`src/rtl/pf_ce_pkg.sv`:
```
package pf_ce_pkg;

  typedef enum logic [1:0] {
    ST_NORMAL  = 2'd0,
    ST_DRAIN   = 2'd1,
    ST_PROTECT = 2'd2,
    ST_RECOVER = 2'd3
  } gate_state_t;

  // Outputs may track the host only in these states
  function automatic logic gate_open(input gate_state_t st);
    return (st == ST_NORMAL) || (st == ST_DRAIN);
  endfunction

endpackage

```
`src/rtl/pfg_rst_sync.sv`:
```
module pfg_rst_sync #(
  parameter int STAGES = 2
) (
  input  logic clk,
  input  logic arst_n,
  output logic rst_n_o
);

  logic [STAGES-1:0] chain_q;

  always_ff @(posedge clk or negedge arst_n) begin
    if (!arst_n) chain_q <= '0;
    else         chain_q <= {chain_q[STAGES-2:0], 1'b1};
  end

  assign rst_n_o = chain_q[STAGES-1];

endmodule

```
`src/rtl/pfg_sync.sv`:
```
module pfg_sync #(
  parameter int          W       = 1,
  parameter int          STAGES  = 2,
  parameter logic [W-1:0] RST_VAL = '0
) (
  input  logic         clk,
  input  logic         rst_n,
  input  logic [W-1:0] d,
  output logic [W-1:0] q
);

  logic [W-1:0] stg_q [STAGES];

  generate
    for (genvar s = 0; s < STAGES; s++) begin : g_stage
      if (s == 0) begin : g_first
        always_ff @(posedge clk or negedge rst_n) begin
          if (!rst_n) stg_q[s] <= RST_VAL;
          else        stg_q[s] <= d;
        end
      end else begin : g_next
        always_ff @(posedge clk or negedge rst_n) begin
          if (!rst_n) stg_q[s] <= RST_VAL;
          else        stg_q[s] <= stg_q[s-1];
        end
      end
    end
  endgenerate

  assign q = stg_q[STAGES-1];

endmodule

```
`src/rtl/pfg_ctrl.sv`:
```
module pfg_ctrl
  import pf_ce_pkg::*;
#(
  parameter int WPT_CYC  = 500,
  parameter int HOLD_CYC = 6000000
) (
  input  logic clk,
  input  logic rst_n,
  input  logic pf_s,
  input  logic ce_act,
  output logic open_nxt
);

  localparam int MAX_CYC   = (WPT_CYC > HOLD_CYC) ? WPT_CYC : HOLD_CYC;
  localparam int CNT_W     = (MAX_CYC > 1) ? $clog2(MAX_CYC) : 1;
  localparam logic [CNT_W-1:0] WPT_LAST  = CNT_W'(WPT_CYC - 1);
  localparam logic [CNT_W-1:0] HOLD_LAST = CNT_W'(HOLD_CYC - 1);

  gate_state_t      st_q, st_d;
  logic [CNT_W-1:0] cnt_q, cnt_d;
  logic             st_en, cnt_en;

  // Next-state logic
  always_comb begin
    st_d  = st_q;
    cnt_d = cnt_q;
    unique case (st_q)
      ST_NORMAL: begin
        if (pf_s) begin
          st_d  = ce_act ? ST_DRAIN : ST_PROTECT;
          cnt_d = '0;
        end
      end
      ST_DRAIN: begin
        if (!ce_act || (cnt_q == WPT_LAST)) begin
          st_d  = ST_PROTECT;
          cnt_d = '0;
        end else begin
          cnt_d = cnt_q + CNT_W'(1);
        end
      end
      ST_PROTECT: begin
        if (!pf_s) begin
          st_d  = ST_RECOVER;
          cnt_d = '0;
        end
      end
      ST_RECOVER: begin
        if (pf_s) begin
          st_d  = ST_PROTECT;
          cnt_d = '0;
        end else if (cnt_q == HOLD_LAST) begin
          st_d  = ST_NORMAL;
          cnt_d = '0;
        end else begin
          cnt_d = cnt_q + CNT_W'(1);
        end
      end
      default: begin
        st_d  = ST_PROTECT;
        cnt_d = '0;
      end
    endcase
  end

  assign st_en  = (st_d != st_q);
  assign cnt_en = (cnt_d != cnt_q);

  // State and counter registers
  always_ff @(posedge clk or negedge rst_n) begin
    if (!rst_n)     st_q <= ST_RECOVER;
    else if (st_en) st_q <= st_d;
  end

  always_ff @(posedge clk or negedge rst_n) begin
    if (!rst_n)      cnt_q <= '0;
    else if (cnt_en) cnt_q <= cnt_d;
  end

  assign open_nxt = gate_open(st_d);

  // Independent dwell counters for the checks below
  logic [CNT_W-1:0] drain_age_q, rec_age_q;

  always_ff @(posedge clk or negedge rst_n) begin
    if (!rst_n) begin
      drain_age_q <= '0;
      rec_age_q   <= '0;
    end else begin
      drain_age_q <= (st_d == ST_DRAIN   && st_q == ST_DRAIN)   ? drain_age_q + CNT_W'(1) : '0;
      rec_age_q   <= (st_d == ST_RECOVER && st_q == ST_RECOVER) ? rec_age_q + CNT_W'(1)   : '0;
    end
  end


  drain_bound_chk: assert property (@(posedge clk) disable iff (!rst_n)
    (st_q == ST_DRAIN) |-> (drain_age_q <= WPT_LAST));


  hold_full_chk: assert property (@(posedge clk) disable iff (!rst_n)
    (st_q == ST_NORMAL && $past(st_q) == ST_RECOVER) |-> ($past(rec_age_q) == HOLD_LAST));


  recover_abort_chk: assert property (@(posedge clk) disable iff (!rst_n)
    (st_q == ST_RECOVER && pf_s) |=> (st_q == ST_PROTECT));


  normal_entry_chk: assert property (@(posedge clk) disable iff (!rst_n)
    (st_q == ST_NORMAL && $past(st_q) != ST_NORMAL) |-> ($past(st_q) == ST_RECOVER));

endmodule

```
`src/rtl/pfg_steer.sv`:
```
module pfg_steer #(
  parameter int N_OUT = 4,
  localparam int SEL_W = (N_OUT > 1) ? $clog2(N_OUT) : 1
) (
  input  logic             clk,
  input  logic             rst_n,
  input  logic             open_nxt,
  input  logic             ce_act,
  input  logic [SEL_W-1:0] bank_sel,
  output logic [N_OUT-1:0] ce_n_q
);

  logic [N_OUT-1:0] hit;

  generate
    for (genvar i = 0; i < N_OUT; i++) begin : g_out
      assign hit[i] = open_nxt & ce_act & (bank_sel == SEL_W'(i));

      always_ff @(posedge clk or negedge rst_n) begin
        if (!rst_n) ce_n_q[i] <= 1'b1;
        else        ce_n_q[i] <= ~hit[i];
      end
    end
  endgenerate


  single_bank_chk: assert property (@(posedge clk) disable iff (!rst_n)
    $onehot0(~ce_n_q));

endmodule

```
`src/rtl/pf_ce_gate.sv`:
```
module pf_ce_gate #(
  parameter int N_OUT    = 4,
  parameter int WPT_CYC  = 500,
  parameter int HOLD_CYC = 6000000,
  localparam int SEL_W   = (N_OUT > 1) ? $clog2(N_OUT) : 1
) (
  input  logic             clk,
  input  logic             rst_n,
  input  logic             host_ce_n,
  input  logic [SEL_W-1:0] bank_sel,
  input  logic             pwr_fail,
  input  logic             thr_sel,
  output logic [N_OUT-1:0] mem_ce_n,
  output logic [1:0]       thr_code
);

  logic rst_i;
  logic ce_s_n;
  logic pf_s;
  logic open_nxt;

  pfg_rst_sync #(.STAGES(2)) u_rst (
    .clk     (clk),
    .arst_n  (rst_n),
    .rst_n_o (rst_i)
  );

  pfg_sync #(.W(1), .STAGES(2), .RST_VAL(1'b1)) u_ce_sync (
    .clk   (clk),
    .rst_n (rst_i),
    .d     (host_ce_n),
    .q     (ce_s_n)
  );

  pfg_sync #(.W(1), .STAGES(2), .RST_VAL(1'b0)) u_pf_sync (
    .clk   (clk),
    .rst_n (rst_i),
    .d     (pwr_fail),
    .q     (pf_s)
  );

  pfg_ctrl #(.WPT_CYC(WPT_CYC), .HOLD_CYC(HOLD_CYC)) u_ctrl (
    .clk      (clk),
    .rst_n    (rst_i),
    .pf_s     (pf_s),
    .ce_act   (~ce_s_n),
    .open_nxt (open_nxt)
  );

  pfg_steer #(.N_OUT(N_OUT)) u_steer (
    .clk      (clk),
    .rst_n    (rst_i),
    .open_nxt (open_nxt),
    .ce_act   (~ce_s_n),
    .bank_sel (bank_sel),
    .ce_n_q   (mem_ce_n)
  );

  // Threshold strap forwarded as a one-hot level code
  assign thr_code = thr_sel ? 2'b10 : 2'b01;


  idle_fail_block_chk: assert property (@(posedge clk) disable iff (!rst_i)
    (pf_s && ce_s_n) |=> (&mem_ce_n));


  thr_code_chk: assert property (@(posedge clk) disable iff (!rst_i)
    (thr_code[1] == thr_sel) && (thr_code[0] == !thr_sel));

endmodule

```
`config.mk`:
```
export PLATFORM = sky130hd
export DESIGN_NAME = pf_ce_gate
export DESIGN_NICKNAME = d
export VERILOG_FILES = /design/src/rtl/pf_ce_pkg.sv /design/src/rtl/pfg_rst_sync.sv /design/src/rtl/pfg_sync.sv /design/src/rtl/pfg_ctrl.sv /design/src/rtl/pfg_steer.sv /design/src/rtl/pf_ce_gate.sv
export SDC_FILE = /design/constraint.sdc
export NUM_CORES = 1
export LEC_CHECK = 0
export ABC_AREA = 1
export CAP_MARGIN = 20
export CORE_MARGIN = 2
export CORE_UTILIZATION = 45
export DETAILED_ROUTE_END_ITERATION = 12
export DONT_BUFFER_PORTS = 1
export PLACE_DENSITY = 0.59
export SETUP_SLACK_MARGIN = 0.2
export SLEW_MARGIN = 20
export SYNTH_ARGS = -nofsm -noshare
export SYNTH_HDL_FRONTEND = slang
export SYNTH_SLANG_ARGS = --single-unit
```
`constraint.sdc`:
```
create_clock -name clk -period 1.79 [get_ports clk]
set_input_delay 0.179 -clock clk [delete_from_list [all_inputs] [get_ports clk]]
set_output_delay 0.179 -clock clk [all_outputs]
set_load 0.03 [all_outputs]
```
Word level (Yosys, flattened, before mapping)
Index checks and enable logic that the tools add are counted.

Add/sub/neg operators: 1. Equality and inequality tests: 11. Multiplexer cells: 14. Bitwise logic cells: 10. Reductions and logical operators: 5.

Operators by type and width (count): two-way mux 23 bit (5); one-hot mux 23 bit (4 select lines) (1); adder 23 x 1 -> 23 bit (second input constant) (1); equality test 23 bit (second input constant) (1); equality test 23 x 9 -> 1 bit (second input constant) (1); inequality test 23 bit (1); two-way mux 2 bit (7); equality test 2 bit (second input constant) (4); one-hot mux 2 bit (4 select lines) (1); equality test 2 x 1 -> 1 bit (second input constant) (3); zero test 2 bit (3); bitwise AND 1 bit (5); NOT 1 bit (5); logical OR 1 bit (2); inequality test 2 bit (1).

Bits in registers: 35. Output and inout bits: 6. Logic and storage cells: 52.

Depth between registers and ports, before layout
Gate-level depths: netlist (run 1).

Depth after elaboration: 9. Mapped depth: 12.

By module
Synthesis (run 1) repeated with hierarchy kept, for this count alone.

Cell total of the unflattened synthesis: 354. Area, all modules: 2398.6 sq um.

Modules (own cells, without submodules): pfg_ctrl (instances 1, cells each 327, area an instance 2073.2 sq um); pfg_steer (instances 1, cells each 17, area an instance 153.9 sq um); pfg_rst_sync (instances 1, cells each 3, area an instance 53.8 sq um); pfg_sync at u_ce_sync (instances 1, cells each 2, area an instance 52.6 sq um); pfg_sync at u_pf_sync (instances 1, cells each 2, area an instance 50.0 sq um); pf_ce_gate (instances 1, cells each 3, area an instance 15.0 sq um).

Worst setup path after synthesis (run 1)
OpenSTA, ideal clock, no wires.

Path type: register to register. From: reg u_ctrl.cnt_q[0]. To: reg u_ctrl.cnt_q[20]. Arrival time: 1412 ps. Slack: 259 ps. Cell stages (with the launch flop): 13. Path buffers: 0. Period minus slack after synthesis: 1531 ps. Cells stage by stage: dfrtp_1 ha_1 nand2_2 nor2_4 nand2_4 nor2_8 nand2_1 nand2_1 nand2_1 nand2_1 nand2_1 nor2_1 nor2_1.

Word-level cells in the longest chain between the ends: 5.

Ends and longest elaborated chain: start: declaration (RTL line pfg_ctrl.sv:20) `logic [CNT_W-1:0] cnt_q, cnt_d;`; start signal: assignment (RTL line pfg_ctrl.sv:77) `else if (cnt_en) cnt_q <= cnt_d;`; adder 23 x 1 -> 23 bit (tied with other cells) (RTL line pfg_ctrl.sv:39, pfg_ctrl.sv:56); two-way mux 23 bit or logical OR 1 bit (tied branches) (RTL line pfg_ctrl.sv:52, pfg_ctrl.sv:35); two-way mux 23 bit, on equally long branches (RTL line pfg_ctrl.sv:49, pfg_ctrl.sv:35); one-hot mux 23 bit (4 select lines) (RTL line pfg_ctrl.sv:27) `unique case (st_q)`; inequality test 23 bit (RTL line pfg_ctrl.sv:67) `assign cnt_en = (cnt_d != cnt_q);`.

Parallel ways exist; a longest one is shown, timed or not. A chain may end at the register's enable or synchronous reset.

Final worst setup path (run 1)
From: reg u_ctrl.cnt_q[0]. To: reg u_ctrl.cnt_q[18].

Same word-level chain as after synthesis.

==> reports/results.tsv, run 1 <==
metric	value	unit
remaining antenna violation count	0	
Reg-to-Reg End	u_ctrl.cnt_q[18]$_DFFE_PN0P_	
busiest layer in global routing	met2	
initial antenna violation count	0	
row cnt	25	
die width	75.1	um
largest net degree at the start of global routing	22	
Final Cycle Share	88.6	%
# DRC	0	
P per Cell Area	589	nW/um2
Clk Latency, worst-skew pair	0.29	ns
clock-pin slew on the worst setup and hold paths	0.07	ns
worst r2r src	u_ctrl.cnt_q[0]$_DFFE_PN0P_	
# nets final	339	
R2R cell count	9	
core area	4790	um2
min Tclk post-route	1.59	ns
Crit-path slowest cell	dfrtp_1	
Initial Util	47.5	%
Synth warnings	0	
top cells by area, synth	dfrtp_1, nand2_1, dfstp_2	
Worst EP arrival	1.81	ns
Avg WL per Cell	13.4	um
Worst EP required	2.02	ns
final hold viol count	0	
number of global-route vias before repair	1936	
status	finished, final reports clean	
critical path class	flip-flop to flip-flop	
post-synthesis average cell area	7.52	um2
global-route usage over all layers	20.8	%
FF+latch count, synth	35	
Pins Over Slew Limit	0	
Num CTS Buffers	5	
headroom to the max-slew limit	58.1	%
Fin Setup TNS	0	ns
critical path peak fanout	4	
Non-Filler Instances	399	
Post-DP HPWL	3.86	mm
Congestion Overflow GR	0	
commonest cells in the netlist	nand2_1, nor2_1, dfrtp_1, inv_1, nand3_1	
hold path cells	2	
Hold Path Origin	bank_sel[1]	
Setup crit start	u_ctrl.cnt_q[0]$_DFFE_PN0P_	
CTS tree	done	
clk sinks	35	
Post-Place Cells	374	
VDD IR max	363	uV
part of the Yosys area used for sequential elements	39.0	%
synthesized cell area	2270	um2
Buffers on Ports	0	
critical path's largest stage delay	0.40	ns
Filler Cell Count	451	
CP top delay family	simple AND/OR/NAND/NOR gates	
via count	2024	
met2 GRT Util	33.4	%
LEAKAGE	1.25	nW
main flop type after synthesis	dfrtp_1	
share of cells above drive strength 1	31.6	%
num ports	13	
Clock Tree Root	clkbuf_8	
worst hold endpoint	u_steer.ce_n_q[0]$_DFF_PN1_	
worst path buffer plus inverter count	1	
global-route track usage on met1	28.7	%
Synth cell types	32	
Max clock buf depth	2	
Finish-stage setup viols	0	
CP startpoint kind	flip-flop	
Max Clock Freq	631	MHz
Async SR Flop Fraction	100	%
H-tree levels	2	
Post-Syn Nets	310	
first-pass GRT wire length	8.85	mm
worst path cell trace	ha_4 -> nand2_2 -> nor2_4 -> buf_4 -> nand3_2 -> nor2_2 -> xor2_1 -> nand2_1 -> nand4_1	
Max-cap violations	0	
Post-Synthesis Cells	302	
top cell type by total area after synthesis	dfrtp_1	
Die ar.	5630	um2
unrepaired setup endpoints after global routing	true	
number of enable flip-flop cells after synthesis	0	
placer congestion estimate	0.896	
drt via density	5.07	
min-delay worst type	input port to flip-flop	
wirelength, routed	5.36	mm
top-area cell type share of the netlist area	29.7	%
area grow syn2layout	20.8	%
ANT cells	0	
worst-margin pin slew	0.628	ns
Final Skew	0.00592	ns
Starting DRT DRC Count	112	
Initial DRT Pass Iterations	4	
M3 GR Usage	3.35	%
most frequent cell after synthesis	nand2_1	
FF-to-FF setup slack	0.20	ns
CP Capture Type	flip-flop	
die height	75.1	um
## where the power goes
group | switching, W | leakage, nW | total [W] | internal (W)
Sequential | 0.0000171 | 0.431 | 0.000823 | 0.000806
Clock | 0.000286 | 0.0524 | 0.000703 | 0.000417
Combinational | 0.0000560 | 0.766 | 0.0000896 | 0.0000336
## layer usage
metal / share of wire [%] / vias up
li1: - / 1016
met1: 47 / 959
met2: 48 / 39
met3: 3.4 / 10
met4: 2.1 / 0
met5: 0 / -
## worst reg2reg max path, stage by stage (launching register included)
cell     delay, ns
dfrtp_1       0.40
ha_4          0.17
nand2_2       0.08
nor2_4        0.16
buf_4         0.14
nand3_2       0.11
nor2_2        0.13
xor2_1        0.20
nand2_1       0.07
nand4_1       0.08
## cell usage in the layout, fill, tap and decap left out, types with 2 or more instances in the layout
| master | count |
|---|---|
| nand2_1 | 91 |
| nor2_1 | 33 |
| buf_4 | 22 |
| inv_1 | 20 |
| nand3_1 | 18 |
| dfrtp_1 | 15 |
| nand2_2 | 13 |
| xor2_1 | 12 |
| dfrtp_2 | 12 |
| o211ai_2 | 10 |
| inv_2 | 8 |
| nor2_2 | 8 |
| a21oi_1 | 8 |
| dfstp_2 | 8 |
| nand4_1 | 6 |
| nor2_4 | 5 |
| clkbuf_8 | 5 |
| dlygate4sd3_1 | 5 |
| xnor2_1 | 4 |
| o21ai_0 | 3 |
| o211ai_1 | 3 |
| clkinv_1 | 2 |
| nand3_2 | 2 |
| nor3_2 | 2 |
| nand2_4 | 2 |
| clkbuf_1 | 2 |
## state kept, by name, summed over array words and instances (netlist names)
| register | count |
|---|---|
| u_steer.ce_n_q | 4 |
| u_rst.chain_q | 2 |
| u_pf_sync.stg_q | 1 |
| u_ce_sync.stg_q | 1 |
| u_pf_sync.q | 1 |
| u_ctrl.st_q | 2 |
| u_ce_sync.q | 1 |
| u_ctrl.cnt_q | 23 |
## worst max-delay path by stage
stage	to	slack [ns]	cells past startpoint
finish	u_ctrl.cnt_q[18]$_DFFE_PN0P_	0.20	9
global route	u_ctrl.cnt_q[18]$_DFFE_PN0P_	0.07	9
CTS	u_ctrl.cnt_q[5]$_DFFE_PN0P_	0.21	6
detailed placement	u_ctrl.cnt_q[5]$_DFFE_PN0P_	0.09	6
global placement	u_ctrl.cnt_q[5]$_DFFE_PN0P_	0.13	6
floorplan	u_ctrl.cnt_q[20]$_DFFE_PN0P_	0.26	12
## logic make-up (layout without fill, tap and decap cells)
kind of cell / after synthesis / in the layout / synth area share (%)
and+or+nand+nor: 183 / 183 / 36.5
adders and majority gates: 1 / 1 / 0.551
DFF: 35 / 35 / 39.0
other: 1 / 1 / 0.165
buffers and inverters: 37 / 67 / 7.10
xor gates and xnor gates: 16 / 16 / 6.17
AOI/OAI and AO/OA: 29 / 29 / 10.6
## layout make-up
type | count | area (um2) | share of cell area (%)
repair buffers | 28 | 235 | 8.57
flip-flops and latches | 35 | 901 | 32.8
multi-input cells | 230 | 1290 | 47.0
inverters | 31 | 129 | 4.70
clock inverters | 1 | 30.0 | 1.09
well taps | 67 | 83.8 | 3.06
clock buffers | 7 | 76.3 | 2.78
## what timing repair did
action	4_1_cts	5_1_grt
hold buffers	5	0
setup endpoints to repair	14	26
pin swaps	2	7
buffers inserted	1	11
resized for setup	5	27
endpoints found under the hold margin	8	0
## metrics by stage
| step | setup slack (ns) | hold WS (ns) | power [W] | util [%] | area, um2 |
|---|---|---|---|---|---|
| floorplan | 0.259 | -0.117 | 0.000886 | - | 2270 |
| global placement | 0.128 | -0.117 | 0.000911 | 50.3 | 2410 |
| detailed placement | 0.0939 | -0.117 | 0.000911 | 50.3 | 2410 |
| CTS | 0.206 | 0.00401 | 0.00163 | 54.2 | 2590 |
| global route | 0.0715 | 0.0124 | 0.00168 | 57.3 | 2740 |
| finish | 0.204 | 0.00982 | 0.00162 | 57.3 | 2740 |
(Power assumes the default switching activity.)
==> inputs of run 2 (changes only) <==
--- a/config.mk
+++ b/config.mk
@@ -9,6 +9,7 @@
 export CAP_MARGIN = 20
 export CORE_MARGIN = 2
 export CORE_UTILIZATION = 45
+export CTS_BUF_LIST = sky130_fd_sc_hd__clkbuf_4
 export DETAILED_ROUTE_END_ITERATION = 12
 export DONT_BUFFER_PORTS = 1
 export PLACE_DENSITY = 0.59
==> reports/results.tsv, run 2 (same netlist as run 1, synthesis figures left out) <==
metric	value	unit	change
status	finished, final reports clean		
Filler Cell Count	458		+1.6%
Max clock buf depth	2		unchanged
global-route usage over all layers	20.8	%	unchanged
min-delay worst type	input port to async pin		
Post-DP HPWL	3.86	mm	unchanged
P_sw	0.000340	W	-5.5%
Max-cap violations	0		unchanged
CP startpoint kind	flip-flop		
headroom to the max-slew limit	57.3	%	-0.82 points
CP top delay family	simple AND/OR/NAND/NOR gates		
register share of total power	54.7	%	+3.8 points
die height	75.1	um	unchanged
Worst EP required	2.07	ns	+0.05 ns
final hold viol count	0		unchanged
Final Skew	0.00915	ns	+0.00323 ns
biggest regs	u_ctrl.cnt_q x23, u_steer.ce_n_q x4		
ANT cells	0		unchanged
num ports	13		unchanged
commonest cells after routing, fill and taps aside	nand2_1, nor2_1, inv_1, buf_4, nand3_1		
Biggest register	u_ctrl.cnt_q		
VDD IR max	335	uV	-7.5%
Clk Latency, worst-skew pair	0.34	ns	+0.05 ns
Initial Util	47.5	%	unchanged
Post-Place Cells	374		unchanged
wirelength, routed	5.32	mm	-0.75%
clock power share	39.5	%	-4.0 points
most common cell after layout, fill and taps aside	nand2_1		
Clock Tree Root	clkbuf_4		
Reg-to-Reg End	u_ctrl.cnt_q[18]$_DFFE_PN0P_		
Avg WL per Cell	13.4	um	-0.25%
Crit-path slowest cell	dfrtp_1		
Buffers on Ports	0		unchanged
Fin Setup TNS	0	ns	unchanged
Starting DRT DRC Count	151		+35%
H-tree levels	2		unchanged
P per Cell Area	559	nW/um2	-5.1%
Max Clock Freq	618	MHz	-2.0%
combinational power share	5.9	%	+0.4 points
area grow syn2layout	18.6	%	
Initial DRT Pass Iterations	4		unchanged
remaining antenna violation count	0		unchanged
initial antenna violation count	0		unchanged
Pins Over Slew Limit	0		unchanged
first-pass GRT wire length	8.84	mm	-0.16%
switching portion of total power	22.6	%	+0.31 points
# nets final	337		-0.59%
share of cells above drive strength 1	31.2	%	-0.41 points
FF-to-FF setup slack	0.17	ns	-0.03 ns
Num CTS Buffers	5		unchanged
critical path's largest stage delay	0.41	ns	about the same
CP Capture Type	flip-flop		
R2R cell count	9		unchanged
unrepaired setup endpoints after global routing	true		
Worst path depth	9		unchanged
critical path class	flip-flop to flip-flop		
# DRC	0		unchanged
Worst EP arrival	1.90	ns	+0.09 ns
Die ar.	5630	um2	unchanged
core area	4790	um2	unchanged
critical path peak fanout	4		unchanged
worst path cell trace	ha_4 -> nand2_2 -> nor2_4 -> buf_4 -> nand3_2 -> nor2_2 -> xor2_1 -> nand2_1 -> nand4_1		
row cnt	25		unchanged
worst path buffer plus inverter count	1		unchanged
Non-Filler Instances	397		-0.50%
largest net degree at the start of global routing	22		unchanged
min Tclk post-route	1.62	ns	+0.0321 ns
placer congestion estimate	0.896		unchanged
max FFs per register	23		unchanged
die width	75.1	um	unchanged
internal power	0.00117	W	-7.2%
Final Cycle Share	90.4	%	+1.8 points
clock-pin slew on the worst setup and hold paths	0.11	ns	+0.04 ns
worst r2r src	u_ctrl.cnt_q[0]$_DFFE_PN0P_		
CTS tree	done		
Finish-stage setup viols	0		unchanged
drt via density	5.03		-0.84%
clk sinks	35		unchanged
Congestion Overflow GR	0		unchanged
worst-margin pin slew	0.640	ns	+0.0123 ns
via count	1997		-1.3%
LEAKAGE	1.23	nW	-1.4%
number of global-route vias before repair	1927		-0.46%
==> run 2: cell types whose count changed in the layout (fill, tap and decap cells not counted), moves of 2 or more <==
cell	previous run	this run
clkbuf_1	2	0
clkbuf_8	5	0
clkbuf_4	0	7
buf_4	22	20
==> run 2: power by group through the flow <==
stage | logic (W) | registers (W) | clock network [W]
final | 0.0000884 | 0.000823 | 0.000594
after global placement | 0.0000746 | 0.000837 | 0
after floorplan | 0.0000466 | 0.000840 | 0
after CTS | 0.0000877 | 0.000824 | 0.000614
after global routing | 0.0000989 | 0.000826 | 0.000645
after detailed placement | 0.0000750 | 0.000836 | 0
==> run 2: per-layer routing <==
metal / vias up / part of all wire, % / wire length, um / track usage (%)
met2: 27 / 48 / 2550 / 33.4
met1: 950 / 47 / 2530 / 28.5
li1: 1013 / - / - / -
met4: 0 / 1.6 / 83 / 6.75
met3: 7 / 3.0 / 161 / 3.75
met5: - / 0 / 0 / 0
==> run 2: timing repair <==
item	4_1_cts	5_1_grt
gates resized for setup	5	24
hold buffers	5	0
endpoints found under the hold margin	8	0
buffers inserted	1	9
setup endpoints to repair	14	26
pin swaps	2	6
==> run 2: final cells by class <==
class	instances	area (um2)	share of cell area, %
multi-input cells	230	1280	47.6
flip-flops and latches	35	901	33.4
repair buffers	26	220	8.17
inverters	31	124	4.60
well taps	67	83.8	3.11
clock buffers	7	52.6	1.95
clock inverters	1	30.0	1.11
==> run 2: worst max path at each step <==
| stage | start | endpoint | slack [ns] |
|---|---|---|---|
| after global routing | u_ctrl.cnt_q[0]$_DFFE_PN0P_ | u_ctrl.cnt_q[18]$_DFFE_PN0P_ | 0.03 |
| after floorplan | u_ctrl.cnt_q[0]$_DFFE_PN0P_ | u_ctrl.cnt_q[20]$_DFFE_PN0P_ | 0.26 |
| after CTS | u_ctrl.st_q[1]$_DFFE_PN1P_ | u_ctrl.cnt_q[5]$_DFFE_PN0P_ | 0.20 |
| after detailed placement | u_ctrl.st_q[1]$_DFFE_PN1P_ | u_ctrl.cnt_q[5]$_DFFE_PN0P_ | 0.09 |
| after global placement | u_ctrl.st_q[1]$_DFFE_PN1P_ | u_ctrl.cnt_q[5]$_DFFE_PN0P_ | 0.13 |
| final | u_ctrl.cnt_q[0]$_DFFE_PN0P_ | u_ctrl.cnt_q[18]$_DFFE_PN0P_ | 0.17 |
==> run 2: through the flow <==
| stage | util [%] | hold WS (ns) | cell area [um2] | total power, W | setup WS, ns |
|---|---|---|---|---|---|
| finish | 56.3 | 0.0562 | 2690 | 0.00151 | 0.172 |
| global route | 56.3 | 0.0440 | 2690 | 0.00157 | 0.0281 |
| CTS | 53.7 | 0.0453 | 2570 | 0.00153 | 0.197 |
| detailed placement | 50.3 | -0.117 | 2410 | 0.000911 | 0.0939 |
| global placement | 50.3 | -0.117 | 2410 | 0.000911 | 0.128 |
| floorplan | - | -0.117 | 2270 | 0.000886 | 0.259 |
